## config.mk

```make
export PLATFORM = sky130hd
export DESIGN_NAME = usbf_bridge
export DESIGN_NICKNAME = d
export VERILOG_FILES = /design/src/rtl/usbf_bridge_pkg.sv /design/src/rtl/usbf_pix_fifo.sv /design/src/rtl/usbf_cmd_capture.sv /design/src/rtl/usbf_bus_fsm.sv /design/src/rtl/usbf_bridge.sv
export SDC_FILE = /design/constraint.sdc
export NUM_CORES = 1
export LEC_CHECK = 0
export BUFFER_PORTS_ARGS = -buffer_cell sky130_fd_sc_hd__buf_2
export CAP_MARGIN = 20
export CORE_AREA = 2 2 109 191
export DETAILED_ROUTE_END_ITERATION = 7
export DIE_AREA = 0 0 111 193
export PLACE_DENSITY = 0.53
export SLEW_MARGIN = 10
export SYNTH_ARGS = -nofsm -noshare
export SYNTH_HDL_FRONTEND = slang
export SYNTH_SLANG_ARGS = --single-unit
```

## constraint.sdc

```tcl
create_clock -name clk -period 8.4 [get_ports clk]
set_clock_uncertainty 0.15 [all_clocks]
set_input_delay 0.84 -clock clk [delete_from_list [all_inputs] [get_ports clk]]
set_output_delay 0.84 -clock clk [all_outputs]
set_load 0.02 [all_outputs]
```

## src/rtl/usbf_bridge_pkg.sv

```systemverilog
package usbf_bridge_pkg;

    typedef enum logic [2:0] {
        S_IDLE,
        S_RSETUP,
        S_READ,
        S_WSETUP,
        S_WRITE
    } bus_state_t;

endpackage

```

## src/rtl/usbf_pix_fifo.sv

```systemverilog
module usbf_pix_fifo #(
    parameter int W     = 16,
    parameter int DEPTH = 8
) (
    input  logic         clk,
    input  logic         rst_n,
    input  logic         in_valid,
    input  logic [W-1:0] in_data,
    output logic         in_ready,
    input  logic         pop,
    output logic [W-1:0] head,
    output logic         not_empty
);
    localparam int AW = (DEPTH > 1) ? $clog2(DEPTH) : 1;
    localparam int CW = $clog2(DEPTH + 1);
    localparam logic [AW-1:0] LAST = AW'(DEPTH - 1);

    logic [W-1:0]  mem [DEPTH];
    logic [AW-1:0] wr_ptr, rd_ptr, wr_ptr_n, rd_ptr_n;
    logic [CW-1:0] count;
    logic          push, pop_ok;

    assign in_ready  = (count < CW'(DEPTH));
    assign not_empty = (count != '0);
    assign push      = in_valid && in_ready;
    assign pop_ok    = pop && not_empty;
    assign head      = mem[rd_ptr];

    // Pointer advance: natural wrap for power-of-two depths, compare otherwise
    generate
        if ((DEPTH & (DEPTH - 1)) == 0) begin : g_pow2
            assign wr_ptr_n = wr_ptr + 1'b1;
            assign rd_ptr_n = rd_ptr + 1'b1;
        end else begin : g_any
            assign wr_ptr_n = (wr_ptr == LAST) ? '0 : wr_ptr + 1'b1;
            assign rd_ptr_n = (rd_ptr == LAST) ? '0 : rd_ptr + 1'b1;
        end
    endgenerate

    always_ff @(posedge clk) begin
        if (push) begin
            mem[wr_ptr] <= in_data;
        end
    end

    always_ff @(posedge clk) begin
        if (!rst_n) begin
            wr_ptr <= '0;
            rd_ptr <= '0;
            count  <= '0;
        end else begin
            if (push)   wr_ptr <= wr_ptr_n;
            if (pop_ok) rd_ptr <= rd_ptr_n;
            unique case ({push, pop_ok})
                2'b10:   count <= count + 1'b1;
                2'b01:   count <= count - 1'b1;
                default: count <= count;
            endcase
        end
    end

endmodule

```

## src/rtl/usbf_cmd_capture.sv

```systemverilog
module usbf_cmd_capture #(
    parameter int W = 16
) (
    input  logic         clk,
    input  logic         rst_n,
    input  logic         strobe,
    input  logic [W-1:0] bus_in,
    output logic         cmd_valid,
    output logic [W-1:0] cmd_data
);
    always_ff @(posedge clk) begin
        if (!rst_n) begin
            cmd_valid <= 1'b0;
            cmd_data  <= '0;
        end else begin
            cmd_valid <= strobe;
            if (strobe) begin
                cmd_data <= bus_in;
            end
        end
    end

endmodule

```

## src/rtl/usbf_bus_fsm.sv

```systemverilog
module usbf_bus_fsm
    import usbf_bridge_pkg::*;
#(
    parameter int                ADDR_W   = 2,
    parameter logic [ADDR_W-1:0] ADDR_OUT = 2'b00,
    parameter logic [ADDR_W-1:0] ADDR_IN  = 2'b10
) (
    input  logic              clk,
    input  logic              rst_n,
    input  logic              out_empty,
    input  logic              in_full,
    input  logic              have_word,
    output logic              rd,
    output logic              wr,
    output logic              oe,
    output logic [ADDR_W-1:0] addr
);
    bus_state_t        state_q, state_n;
    logic [ADDR_W-1:0] addr_q, addr_n;
    logic              can_write;

    assign can_write = have_word && !in_full;

    // Next-state decision
    always_comb begin
        state_n = state_q;
        unique case (state_q)
            S_IDLE: begin
                if (!out_empty) begin
                    state_n = (addr_q == ADDR_OUT) ? S_READ : S_RSETUP;
                end else if (can_write) begin
                    state_n = (addr_q == ADDR_IN) ? S_WRITE : S_WSETUP;
                end
            end
            S_RSETUP: state_n = S_READ;
            S_READ: begin
                if (out_empty) begin
                    state_n = can_write ? S_WSETUP : S_IDLE;
                end
            end
            S_WSETUP: state_n = out_empty ? S_WRITE : S_RSETUP;
            S_WRITE: begin
                if (!out_empty) begin
                    state_n = S_RSETUP;
                end else if (!have_word) begin
                    state_n = S_IDLE;
                end
            end
            default: state_n = S_IDLE;
        endcase
    end

    // Address follows the state being entered, so it settles one cycle early
    always_comb begin
        unique case (state_n)
            S_RSETUP, S_READ:  addr_n = ADDR_OUT;
            S_WSETUP, S_WRITE: addr_n = ADDR_IN;
            default:           addr_n = addr_q;
        endcase
    end

    // State register
    always_ff @(posedge clk) begin
        if (!rst_n) begin
            state_q <= S_IDLE;
            addr_q  <= ADDR_OUT;
        end else begin
            state_q <= state_n;
            addr_q  <= addr_n;
        end
    end

    // Outputs: strobes gated by the live flags
    always_comb begin
        rd   = (state_q == S_READ) && !out_empty;
        wr   = (state_q == S_WRITE) && can_write && out_empty;
        oe   = (state_q == S_WRITE);
        addr = addr_q;
    end

endmodule

```

## src/rtl/usbf_bridge.sv

```systemverilog
module usbf_bridge #(
    parameter int                DW          = 16,
    parameter int                PIX_DEPTH   = 8,
    parameter int                ADDR_W      = 2,
    parameter logic [ADDR_W-1:0] EP_OUT_ADDR = 2'b00,
    parameter logic [ADDR_W-1:0] EP_IN_ADDR  = 2'b10
) (
    input  logic              clk,
    input  logic              rst_n,
    input  logic              pix_valid,
    input  logic [DW-1:0]     pix_data,
    output logic              pix_ready,
    output logic              cmd_valid,
    output logic [DW-1:0]     cmd_data,
    input  logic              usb_out_empty,
    input  logic              usb_in_full,
    output logic              usb_rd,
    output logic              usb_wr,
    output logic              usb_oe,
    output logic [ADDR_W-1:0] usb_addr,
    input  logic [DW-1:0]     usb_din,
    output logic [DW-1:0]     usb_dout
);
    logic have_word;

    usbf_pix_fifo #(
        .W     (DW),
        .DEPTH (PIX_DEPTH)
    ) u_pix (
        .clk       (clk),
        .rst_n     (rst_n),
        .in_valid  (pix_valid),
        .in_data   (pix_data),
        .in_ready  (pix_ready),
        .pop       (usb_wr),
        .head      (usb_dout),
        .not_empty (have_word)
    );

    usbf_bus_fsm #(
        .ADDR_W   (ADDR_W),
        .ADDR_OUT (EP_OUT_ADDR),
        .ADDR_IN  (EP_IN_ADDR)
    ) u_fsm (
        .clk       (clk),
        .rst_n     (rst_n),
        .out_empty (usb_out_empty),
        .in_full   (usb_in_full),
        .have_word (have_word),
        .rd        (usb_rd),
        .wr        (usb_wr),
        .oe        (usb_oe),
        .addr      (usb_addr)
    );

    usbf_cmd_capture #(
        .W (DW)
    ) u_cmd (
        .clk       (clk),
        .rst_n     (rst_n),
        .strobe    (usb_rd),
        .bus_in    (usb_din),
        .cmd_valid (cmd_valid),
        .cmd_data  (cmd_data)
    );

endmodule

```

==> qor.txt <==
result of the run: finished clean
worst hold path stage count: 2
footprint of the flip-flops and latches: 4530 um^2
Worst Tran Pin Value: 1.04 ns
Hold Violations, Final: 0
clock transition at the registers of the reported paths: 0.06 ns
leakage dissipation: 2.57 nW
Die Span X: 111 um
setup slack on the worst flop-to-flop path: 5.55 ns
critical path capture point type: primary output
number of cells upsized or downsized after cts: 0
die footprint: 21400 um^2
worst ir drop on vdd: 0.115 mV
reg-to-reg critical path endpoint: u_pix.count[2]
Layout Cells excl Fill: 710
post-cts hold buffer count: 0
I/O Buffers: 74
Yosys cell types: 39
number of max-slew violations in the final report: 0
net count of the mapped netlist: 408
top cell type's share of synthesized area: 0.613
vias per cell: 4.68
Yosys warning total: 0
number of ports placed on the die boundary: 76
H-tree level count: 4
Crit Reg-Reg Startpoint: u_pix.count[0]
TritonCTS clock tree: yes
instance area after placement: 6950 um^2
total buffers and inverters traversed by the critical path: 2
Power per Cell Area: 224 nW/um^2
number of global-route vias before repair: 3514
total placed cells including tap cells: 678
number of DRC violations after detailed-routing iteration 0: 165
post-CTS repair timing setup buffer count: 0
total global routing track utilization: 0.120
cells taking the most area after synthesis: edfxtp_1 61%, mux4_2 11%, dfxtp_1 11%
class of the most critical hold timing path: flip-flop to flip-flop
highest clock rate: 295 MHz
cells traversed along the worst timing path: buf_4 -> mux4_2 -> mux2_2 -> buf_2
final setup vio count: 0
total negative slack: 0 ns
Critical Path Start Type: flip-flop
post-route clock period utilization: 0.404
initial core utilization: 0.314
max-cap viol count: 0
gate count after technology mapping: 366
fraction of final layout cells sized beyond drive strength 1: 0.357
Slowest Stage Delay on Critical Path: 0.58 ns
signed area change from the synthesized netlist to the final layout: 19.2%
top fanout value on the critical path: 28
number of buffers on the longest clock path: 2
1st-pass router iterations: 4
count of filler cells inserted in the layout: 1838
Period minus WS final: 3.39 ns
clock tree root driver cell: clkbuf_16
data required time of the worst path: 7.41 ns
cell type of the slowest stage on the worst timing path: mux4_2
post-route cell area: 7470 um^2
global-route wire length before repair: 19000 um
routed len/inst: 17.5 um
Vias: 3326
Syn Area/Cell: 17.1 um^2
Relative slew margins: 0.303
final layout net count: 491
total grt overflow: 0
DRC: 0
unrepaired setup endpoints after global routing: no
gate family responsible for the most delay along the worst path: multiplexers
beginning of the worst hold path: u_cmd.cmd_data[0]
number of placement rows: 69
total area of multi-input combinational cells: 1660 um^2
Register-to-Register Path Depth: 9
pin count of the biggest net entering global routing: 33
count of antenna diodes in the layout: 0
remaining number of nets flagged by the antenna check after routing: 0
post-detailed-placement half-perimeter wirelength: 7730 um
hold path endpoint: u_cmd.cmd_data[0]
die outline height: 193 um
Yosys reg bits: 162
number of antenna violations at the first check in global routing: 1
kind of critical path: flip-flop to primary output
core area: 19900 um^2
worst endpoint data arrival time: 2.40 ns
Worst-Skew Late Latency: 0.42 ns
global placer's final weighted congestion: 0.713
total routed wirelength: 12400 um
portion of the post-synthesis area used by sequential elements: 0.722
synthesized cell area: 6270 um^2
number of sinks handled by clock tree synthesis: 162
total clock buffers created by CTS: 17
most area-hungry cell type in the Yosys netlist: edfxtp_1
Total Power Consumption: 0.00168 W
## layer usage
layer / track usage / part of all wire / vias up
met1: 0.124 / 0.40 / 1662
li1: - / - / 1561
met5: 0 / 0.0010 / -
met2: 0.228 / 0.55 / 90
met4: 0.0423 / 0.012 / 2
met3: 0.0372 / 0.039 / 11
## through the flow
step / setup slack, ns / utilization / hold WS, ns
5_1_grt: 4.81 / 0.375 / 0.324
3_5_place_dp: 5.35 / 0.348 / 0.298
6_report: 5.01 / 0.375 / 0.305
3_3_place_gp: 5.38 / 0.348 / 0.292
4_1_cts: 4.90 / 0.375 / 0.309
2_1_floorplan: 5.40 / - / 0.302
## cell usage in the layout (no fill, tap or decap), drive strengths merged
cell      n
o21a      1
xnor2     2
nand3     1
nand2b    7
nor2     18
a21bo     1
buf      83
clkbuf   26
a21oi    23
o21ai     5
mux2i     3
and4      1
mux2     16
and3      2
inv       6
o211ai    1
and2b     1
xor2      5
nor3b     1
or4       1
dfxtp    34
or3       2
edfxtp  128
nor2b     3
nand3b    1
mux4     32
ha        5
nor3      4
a211o     1
a311oi    1
nand2    39
nand4     2
clkinv    5
conb      1
## tightest hold or removal path: cells and delay by family (launching register included)
kind	cells	cell delay, ns
and+or+nand+nor	1	0.05
AOI/OAI and AO/OA	1	0.05
DFF	1	0.31
## worst max path at each step
stage	to	cells after the start
4_1_cts	usb_dout[2]	4
6_report	usb_dout[2]	4
3_5_place_dp	u_pix.count[2]	10
5_1_grt	usb_dout[3]	4
2_1_floorplan	u_pix.mem[0][0]	4
3_3_place_gp	usb_dout[6]	4
## cell usage after synthesis
library cell  number
buf_1              1
edfxtp_1         128
nor2_1            18
buf_2              6
o21a_1             1
buf_6              1
dfxtp_1           34
mux2i_1            3
and2b_1            1
mux2_2            16
mux4_2            32
nand2_1           39
nand3_1            1
xnor2_1            2
or3_1              2
a21bo_2            1
nor2b_1            3
and4_1             1
a21oi_1           21
nand3b_1           1
xor2_1             5
inv_2              1
o211ai_1           1
or4_1              1
a21oi_2            2
conb_1             1
clkbuf_1          10
a311oi_1           1
buf_4              1
a211o_1            1
nand4_1            2
nand2b_1           6
nor3_1             4
nor3b_1            1
nand2b_4           1
ha_1               5
and3_1             2
inv_1              4
o21ai_0            5
## report_power, final
part / switching [W] / internal (W) / total [W]
registers: 0.0000111 / 0.000888 / 0.000899
logic: 0.0000572 / 0.0000356 / 0.0000928
clock network: 0.000283 / 0.000400 / 0.000683
## cell families after synthesis
group                    Yosys count  share of synthesized area
flip-flops                       162                      0.722
AND/OR/NAND/NOR                   83                     0.0615
multiplexers                      51                      0.149
AO/OA/AOI/OAI                     33                     0.0303
buffers and inverters             24                     0.0174
XOR/XNOR                           7                    0.00978
adder cells (fa/ha/maj)            5                    0.00998
other                              1                   0.000598
## registers in the layout, indices dropped and copies added, names as in the netlist, named ones only
signal           count
u_pix.wr_ptr         3
u_fsm.state_q        3
u_cmd.cmd_data      16
u_pix.mem          128
u_pix.rd_ptr         3
u_fsm.addr           1
u_pix.count          4
u_cmd.cmd_valid      1
## cell type report
| cell class | count | share of cell area |
|---|---|---|
| Inverter | 5 | 0.00251 |
| Multi-Input combinational cell | 180 | 0.222 |
| Timing Repair Buffer | 83 | 0.0586 |
| Clock buffer | 26 | 0.0655 |
| Tap cell | 248 | 0.0415 |
| Sequential cell | 162 | 0.606 |
| Clock inverter | 6 | 0.00469 |
(Power assumes the default switching activity.)
